File: config.mk
export PLATFORM = sky130hd
export DESIGN_NAME = modulo_timer
export DESIGN_NICKNAME = d
export VERILOG_FILES = /design/src/rtl/tmr_pkg.sv /design/src/rtl/tmr_prescaler.sv /design/src/rtl/tmr_counter.sv /design/src/rtl/tmr_ctrl.sv /design/src/rtl/modulo_timer.sv
export SDC_FILE = /design/constraint.sdc
export NUM_CORES = 1
export LEC_CHECK = 0
export CAP_MARGIN = 20
export CORE_MARGIN = 2
export CORE_UTILIZATION = 26
export CTS_BUF_LIST = sky130_fd_sc_hd__clkbuf_2 sky130_fd_sc_hd__clkbuf_4 sky130_fd_sc_hd__clkbuf_8
export CTS_CLUSTER_DIAMETER = 40
export DETAILED_ROUTE_END_ITERATION = 8
export GPL_TIMING_DRIVEN = 0
export PLACE_DENSITY = 0.55
export RECOVER_POWER = 100
export SLEW_MARGIN = 20
export SYNTH_ARGS = -nofsm -noshare
export SYNTH_HDL_FRONTEND = slang
export SYNTH_SLANG_ARGS = --single-unit
File: constraint.sdc
create_clock -name clk -period 2.44 [get_ports clk]
set_clock_uncertainty 0.1 [all_clocks]
set_input_delay 0.366 -clock clk [delete_from_list [all_inputs] [get_ports clk]]
set_output_delay 0.366 -clock clk [all_outputs]
set_load 0.005 [all_outputs]
File: src/rtl/tmr_pkg.sv
package tmr_pkg;
    localparam int ADDR_W = 3;
    localparam int PS_W   = 3;

    typedef enum logic [ADDR_W-1:0] {
        RA_CTRL   = 3'd0,
        RA_CNT_HI = 3'd1,
        RA_CNT_LO = 3'd2,
        RA_LIM_HI = 3'd3,
        RA_LIM_LO = 3'd4
    } reg_addr_e;

    // control byte bit positions
    localparam int B_FLAG = 7;
    localparam int B_IE   = 6;
    localparam int B_STOP = 5;
    localparam int B_ZERO = 4;
endpackage

File: src/rtl/tmr_prescaler.sv
module tmr_prescaler
    import tmr_pkg::*;
#(
    parameter int PRE_W = 6
) (
    input  logic            clk,
    input  logic            rst_n,
    input  logic            run,
    input  logic            zero,
    input  logic [PS_W-1:0] code,
    output logic            tick
);
    localparam logic [PRE_W:0] ONE_W = (PRE_W+1)'(1);
    localparam logic [PRE_W-1:0] ONE = PRE_W'(1);

    typedef struct packed {
        logic [PRE_W-1:0] phase;
    } pre_state_t;

    pre_state_t st_d, st_q;
    logic [PS_W-1:0]  sel;
    logic [PRE_W:0]   span;
    logic [PRE_W-1:0] mask;

    always_comb begin
        // codes beyond the prescaler width saturate at the widest ratio
        if (int'(code) > PRE_W) sel = PS_W'(PRE_W);
        else                    sel = code;
        span = (ONE_W << sel) - ONE_W;
        mask = span[PRE_W-1:0];
        tick = run && ((st_q.phase & mask) == mask);

        st_d = st_q;
        if (zero)     st_d.phase = '0;
        else if (run) st_d.phase = st_q.phase + ONE;
    end

    always_ff @(posedge clk or negedge rst_n) begin
        if (!rst_n) st_q <= '0;
        else        st_q <= st_d;
    end
endmodule

File: src/rtl/tmr_counter.sv
module tmr_counter #(
    parameter int CNT_W = 16   // 9..16: two byte-wide limit registers
) (
    input  logic             clk,
    input  logic             rst_n,
    input  logic             tick,
    input  logic             zero,
    input  logic             lim_wr_hi,
    input  logic             lim_wr_lo,
    input  logic [7:0]       wdata,
    output logic [CNT_W-1:0] count,
    output logic [CNT_W-1:0] limit,
    output logic             ovf
);
    localparam int HI_W = CNT_W - 8;
    localparam logic [CNT_W-1:0] ONE = CNT_W'(1);

    typedef struct packed {
        logic [CNT_W-1:0] cnt;
        logic [CNT_W-1:0] lim;
    } cnt_state_t;

    cnt_state_t st_d, st_q;
    logic [CNT_W-1:0] stepped;

    always_comb begin
        stepped = (st_q.cnt == st_q.lim) ? '0 : st_q.cnt + ONE;
        ovf     = tick && !zero && (stepped == st_q.lim);

        st_d = st_q;
        if (lim_wr_hi) st_d.lim[CNT_W-1:8] = wdata[HI_W-1:0];
        if (lim_wr_lo) st_d.lim[7:0]       = wdata;
        if (zero)      st_d.cnt = '0;
        else if (tick) st_d.cnt = stepped;
    end

    always_ff @(posedge clk or negedge rst_n) begin
        if (!rst_n) begin
            st_q.cnt <= '0;
            st_q.lim <= '1;
        end else begin
            st_q <= st_d;
        end
    end

    assign count = st_q.cnt;
    assign limit = st_q.lim;
endmodule

File: src/rtl/tmr_ctrl.sv
module tmr_ctrl
    import tmr_pkg::*;
(
    input  logic            clk,
    input  logic            rst_n,
    input  logic            sel,
    input  logic            rd,
    input  logic            wr,
    input  logic [7:0]      wdata,
    input  logic            ovf,
    output logic            flag,
    output logic            ie,
    output logic            stop,
    output logic [PS_W-1:0] code,
    output logic            zero,
    output logic            irq
);
    typedef struct packed {
        logic            flag;
        logic            ie;
        logic            stop;
        logic [PS_W-1:0] code;
        logic            armed;
    } ctl_state_t;

    ctl_state_t st_d, st_q;
    logic       acc_rd, acc_wr;
    logic       ctrl_unused_bit;

    assign ctrl_unused_bit = wdata[3];

    always_comb begin
        acc_rd = rd && sel;
        acc_wr = wr && sel;
        zero   = acc_wr && wdata[B_ZERO];

        st_d = st_q;
        if (acc_wr) begin
            st_d.ie   = wdata[B_IE];
            st_d.stop = wdata[B_STOP];
            st_d.code = wdata[PS_W-1:0];
        end
        // a read that sees the flag high arms the clear
        if (acc_rd && st_q.flag) st_d.armed = 1'b1;
        if (acc_wr) begin
            st_d.armed = 1'b0;
            if (!wdata[B_FLAG] && st_q.armed) st_d.flag = 1'b0;
        end
        // a fresh overflow wins over any pending clear
        if (ovf) begin
            st_d.flag  = 1'b1;
            st_d.armed = 1'b0;
        end
    end

    always_ff @(posedge clk or negedge rst_n) begin
        if (!rst_n) begin
            st_q      <= '0;
            st_q.stop <= 1'b1;
        end else begin
            st_q <= st_d;
        end
    end

    assign flag = st_q.flag;
    assign ie   = st_q.ie;
    assign stop = st_q.stop;
    assign code = st_q.code;
    assign irq  = st_q.flag && st_q.ie;
endmodule

File: src/rtl/modulo_timer.sv
module modulo_timer
    import tmr_pkg::*;
#(
    parameter int CNT_W = 16,
    parameter int PRE_W = 6
) (
    input  logic              clk,
    input  logic              rst_n,
    input  logic [ADDR_W-1:0] bus_addr,
    input  logic              bus_rd,
    input  logic              bus_wr,
    input  logic [7:0]        bus_wdata,
    output logic [7:0]        bus_rdata,
    output logic              irq
);
    logic             tick_w, zero_w, ovf_w;
    logic             flag_w, ie_w, stop_w;
    logic [PS_W-1:0]  code_w;
    logic [CNT_W-1:0] cnt_w, lim_w;
    logic             ctrl_sel;

    assign ctrl_sel = (bus_addr == RA_CTRL);

    tmr_ctrl u_ctrl (
        .clk   (clk),
        .rst_n (rst_n),
        .sel   (ctrl_sel),
        .rd    (bus_rd),
        .wr    (bus_wr),
        .wdata (bus_wdata),
        .ovf   (ovf_w),
        .flag  (flag_w),
        .ie    (ie_w),
        .stop  (stop_w),
        .code  (code_w),
        .zero  (zero_w),
        .irq   (irq)
    );

    tmr_prescaler #(.PRE_W(PRE_W)) u_pre (
        .clk   (clk),
        .rst_n (rst_n),
        .run   (!stop_w),
        .zero  (zero_w),
        .code  (code_w),
        .tick  (tick_w)
    );

    tmr_counter #(.CNT_W(CNT_W)) u_cnt (
        .clk       (clk),
        .rst_n     (rst_n),
        .tick      (tick_w),
        .zero      (zero_w),
        .lim_wr_hi (bus_wr && bus_addr == RA_LIM_HI),
        .lim_wr_lo (bus_wr && bus_addr == RA_LIM_LO),
        .wdata     (bus_wdata),
        .count     (cnt_w),
        .limit     (lim_w),
        .ovf       (ovf_w)
    );

    always_comb begin
        bus_rdata = '0;
        if (bus_rd) begin
            case (bus_addr)
                RA_CTRL:   bus_rdata = {flag_w, ie_w, stop_w, 2'b00, code_w};
                RA_CNT_HI: bus_rdata = 8'(cnt_w >> 8);
                RA_CNT_LO: bus_rdata = cnt_w[7:0];
                RA_LIM_HI: bus_rdata = 8'(lim_w >> 8);
                RA_LIM_LO: bus_rdata = lim_w[7:0];
                default:   bus_rdata = '0;
            endcase
        end
    end
endmodule

# Word level (Yosys, flattened, before mapping)
# Cells that the tools add are included.
totals:
  register_bits: 45
  input_bits: 15
  output_inout_bits: 9
  wordCells: 57
op_classes:
  addsub: 3
  n_lt_le_gt_ge: 1
  eq_ne: 8
  n_shift: 1
  n_mux: 14
  bitwise: 1
  n_reduce_logical: 20
ops:
  columns: ["cell", "n"]
  rows:
  - ["16-bit two-way mux", 3]
  - ["8-bit one-hot mux with 5 select lines", 1]
  - ["16-bit == test", 2]
  - ["16-bit by 1-bit adder with 16-bit output (second input constant)", 1]
  - ["6-bit two-way mux", 2]
  - ["1-bit logical AND", 11]
  - ["8-bit two-way mux", 1]
  - ["6-bit by 1-bit adder with 6-bit output (second input constant)", 1]
  - ["6-bit bitwise AND", 1]
  - ["3-bit by 2-bit == test with 1-bit output (second input constant)", 2]
  - ["6-bit == test", 1]
  - ["1-bit two-way mux", 6]
  - ["2-bit nonzero test", 3]
  - ["1-bit by 3-bit left shift with 6-bit output (first input constant)", 1]
  - ["6-bit by 1-bit subtractor with 6-bit output (second input constant)", 1]
  - ["3-bit by 1-bit == test with 1-bit output (second input constant)", 1]
  - ["3-bit == test (second input constant)", 1]
  - ["3-bit > comparator (second input constant)", 1]
  - ["1-bit logical NOT", 3]
  - ["3-bit logical NOT", 1]
  - ["3-bit two-way mux", 1]
  - ["3-bit nonzero test", 1]
  - ["2-bit by 1-bit inequality test with 1-bit output (second input constant)", 1]
  - ["2-bit AND reduction", 1]

# Logic depth before layout (Yosys ltp)
logic_depth:
  word_depth: 11
  ltp_mapped: 10
  mapped_depth_nobuf: 8

# By module
# Synthesis repeated with hierarchy kept, for this count alone.
unflattened:
  hier_cells: 400
  area_unflattened_um2: 3458.3
modules_own_cells:
  columns: ["mod", "instances", "cells_each", "area_each_um2", "seq_area_each_um2"]
  rows:
  - ["tmr_counter", 1, 268, 2309.7, 820.8]
  - ["modulo_timer", 1, 73, 479.2, 0.0]
  - ["tmr_prescaler", 1, 37, 340.3, 150.1]
  - ["tmr_ctrl", 1, 22, 329.1, 176.4]

# Worst setup path before layout
# No wires, ideal clock.
synth_timing:
  path_kind: "register to register"
  startpoint: "reg u_cnt.st_q, in the netlist u_cnt.count[1]"
  endpoint: "reg u_ctrl.st_q, in the netlist u_ctrl.flag"
  setup_ns: 0.121
  arrival_ns: 2.312
  required_time_ns: 2.219
  slack_ns: -0.094
  path_stages_with_launch: 9
  n_path_buf: 0
  period_less_slack_ns: 2.534
  path_cell_list: "dfrtp_1 ha_1 nand3_4 or4_4 xnor2_2 nor3b_1 and3_4 o31a_1 a32o_2"
synth_via:
  elab_chain_len: 6
  word_cells_on_any_way: 9
  cone_classes: "add/sub: 1; eq/ne: 2; mux: 2; reduce/logical: 4"
synth_rtl:
  columns: ["element", "line_no", "text"]
  rows:
  - ["from (decl)", "tmr_counter.sv:23", "cnt_state_t st_d, st_q;"]
  - ["from (signal assigned)", "tmr_counter.sv:42", "st_q <= st_d;"]
  - ["16-bit by 1-bit adder with 16-bit output / 16-bit == test (equally long branches)", "tmr_counter.sv:27", "stepped = (st_q.cnt == st_q.lim) ? '0 : st_q.cnt + ONE;"]
  - ["16-bit two-way mux *", "tmr_counter.sv:27", null]
  - ["16-bit == test *", "tmr_counter.sv:28", "ovf = tick && !zero && (stepped == st_q.lim);"]
  - ["1-bit logical AND *", "tmr_counter.sv:28", null]
  - ["2-bit nonzero test (no source line)", null, null]
  - ["2-bit AND reduction (no source line)", null, null]
  - ["to (signal assigned)", "tmr_ctrl.sv:61", "st_q <= st_d;"]
  - ["to (decl)", "tmr_ctrl.sv:26", "ctl_state_t st_d, st_q;"]
# Mark *: on every way between the ends. The rest lies on a longest branch, timed or not.
# A chain may end at the register's enable or synchronous reset.

# Final worst setup path
layout_timing:
  startpoint: "reg u_cnt.st_q, in the netlist u_cnt.count[14]"
  endpoint: "reg u_ctrl.st_q, in the netlist u_ctrl.flag"
# The elaborated chain is that of the path after synthesis.

==> qor.csv <==
metric,value,unit
insertion_delay,0.32,ns
clk_pin_slew,0.09,ns
powerDensity,690,nW/um^2
place_ws,-0.891,ns
final_nets,439,
yosysWarnings,0,
yosys.area.top_type,dfrtp_1,
synth_edf_count,0,
startpoint_type,flop,
ys_seq_area_share,33.3,%
worst_setup_path_end_kind,flop,
final_common_cell,buf_4,
worstMarginPinSlew,1.14,ns
cts_max_level,2,
grt_pass1_vias,2961,
drtPass1Iterations,4,
netlist_area,3450,um^2
synth-main-ff-cell,dfrtp_1,
diodes,0,
hold_violations,0,
die_w,119,um
violations,negative setup slack,
async_flop_share,100,%
antenna_found_initial,0,
fmax,0.395,GHz
numCtsBuffers,5,
synth_cell_types,65,
grt_usage,14.7,%
mostFrequentLayoutCells,"buf_4 (43), mux2_2 (28), dfrtp_1 (27)",
grt_start_max_net_pins,25,
grt.overflow.total,0,
drc,0,
nFillCells,1313,
postRouteWirelength,10300,um
status,"finished, violations left",
rsz0062_at_grt,true,
relSlewSlack,24.3,%
root_buffer,clkbuf_8,
cap_violations,0,
die_area,14200,um^2
routed_via_density,5.16,
wire_per_inst,17.1,um
met3_length,484,um
ys_seq_elements,45,
drv_slew,0,
cts_sinks,45,
dr.max_layer_used,met4,
synth.avg_cell_area,9.96,um^2
syn_to_final_growth,34.1,%
setup_viol,2,
multi_input_area,2310,um^2
final.setup.worst_slack,-0.0912,ns
critPathRequiredTime,2.55,ns
drtAntennaViolNets,0,
wl_met2,4930,um
placementRows,42,
setup.worst_path.class,reg -> reg,
initial_utilization,26.3,%
power,3190,uW
netlist_top_cells_area,"dfrtp_1 (20%), dfstp_2 (13%), mux2_2 (9.2%), xnor2_1 (6.1%), buf_6 (4.2%)",
hp-class,reg -> reg,
synth_cells,346,
min_period,2.53,ns
vdd_drop_max,0.000402,V
drt_iter0_drc,248,
crit_arrival,2.64,ns
p_leak,0.00183,uW
io_buffer_count,22,
cts_tree,done,
cts_buffer_depth,2,
grt_pass1_wl,16500,um
yosys.area.top_type_share,20.3,%
seqCellArea,1150,um^2
timing.final.crit_share,104,%
core_area,13100,um^2
route.layer.met1.wl,4530,um
synth_nets,363,
die_h,119,um
place_hpwl,7130,um
drive_gt1_share,41.8,%
io_pins,24,
vias,3091,
gp_congestion,0.884,
path_max_fanout,10,
## Yosys cell counts (all sizes together) (3+ instances only)
library cell / count
nand2: 17
nor2: 27
a22oi: 13
and3: 6
dfrtp: 28
nor2b: 9
nor4: 10
and2: 8
clkbuf: 8
xor2: 8
o22ai: 8
mux2: 28
nor3b: 3
inv: 3
o31a: 3
xnor2: 28
nand3b: 3
or2b: 3
buf: 17
dfstp: 17
a21oi: 4
nand3: 17
o21ai: 28
a31oi: 5
nand4: 12
## power breakdown
| part | leakage [uW] | switching [uW] | total (uW) | internal, uW |
|---|---|---|---|---|
| Combinational | 0.00123 | 698 | 1400 | 707 |
| Clock | 0.0000574 | 288 | 622 | 333 |
| Sequential | 0.000544 | 208 | 1160 | 957 |
## what timing repair did
| item | CTS | global route |
|---|---|---|
| endpoints found under the hold margin | 20 | 0 |
| gates resized for setup | 47 | 26 |
| buffers inserted | 29 | 16 |
| hold buffers | 1 | 0 |
| pin swaps | 18 | 12 |
| cloned | 1 | 1 |
| setup endpoints to repair | 33 | 18 |
## kinds of logic after synthesis
family	synth area share (%)
XOR/XNOR	10.0
AO/OA/AOI/OAI	14.3
flip-flops	33.3
AND/OR/NAND/NOR	25.2
adder cells (fa/ha/maj)	0.726
multiplexers	10.1
buffers and inverters	6.35
## critical path, stage by stage, from the launching register on
cell and delay, ns:
dfrtp_1 0.38, buf_6 0.14, xnor2_2 0.21, nand4_2 0.18, or4_4 0.55, buf_6 0.17
nand3_1 0.14, o221ai_4 0.13, o31a_1 0.16, a32o_2 0.27
## metal layers
layer	vias to the layer above	GRT usage, %
li1	1429	-
met1	1533	19.7
met2	104	23.6
met3	25	2.30
met4	0	5.88
met5	-	0
## layout make-up
type / instances / area share, %
clock buffers: 6 / 1.79
plain buffers: 23 / 4.71
clock inverters: 2 / 0.812
well taps: 176 / 4.76
multi-input cells: 273 / 49.9
inverters: 3 / 0.244
flip-flops and latches: 45 / 24.9
repair buffers: 71 / 12.9
## per-stage QoR
| step | utilization (%) | hold WS (ns) | std cells | TNS, ns | area (um^2) |
|---|---|---|---|---|---|
| final | 35.3 | 0.463 | 599 | -0.148 | 4620 |
| after global routing | 35.3 | 0.485 | 599 | -1.25 | 4620 |
| after CTS | 33.9 | 0.451 | 582 | -0.0790 | 4440 |
| after detailed placement | 30.0 | 0.282 | 545 | -21.33 | 3920 |
| after global placement | 29.8 | 0.430 | 544 | -31.21 | 3900 |
| after floorplan | - | -0.0296 | 346 | 0 | 3460 |
## path summary, 6_finish.rpt
path / from / to / slack [ns] / cells past startpoint
worst max-delay path: u_cnt.count[14] / u_ctrl.flag / -0.09 / 9
worst min-delay path: u_pre.st_q[5] / u_pre.st_q[5] / 0.46 / 2
worst max register to register: u_cnt.count[14] / u_ctrl.flag / -0.09 / 9
worst min register to register: u_pre.st_q[5] / u_pre.st_q[5] / 0.46 / 2
max in group asynchronous: rst_n / u_ctrl.st_q[0] / 0.35 / 3
min in group asynchronous: rst_n / u_pre.st_q[4] / 0.68 / 2
## state kept, by name, indices dropped and copies added (netlist names)
name,cells
u_cnt.count,16
u_cnt.limit,16
u_pre.st_q,6
u_ctrl.code,3
u_ctrl.flag,1
u_ctrl.ie,1
u_ctrl.st_q,1
u_ctrl.stop,1
Power figures use the tool's default switching activity.
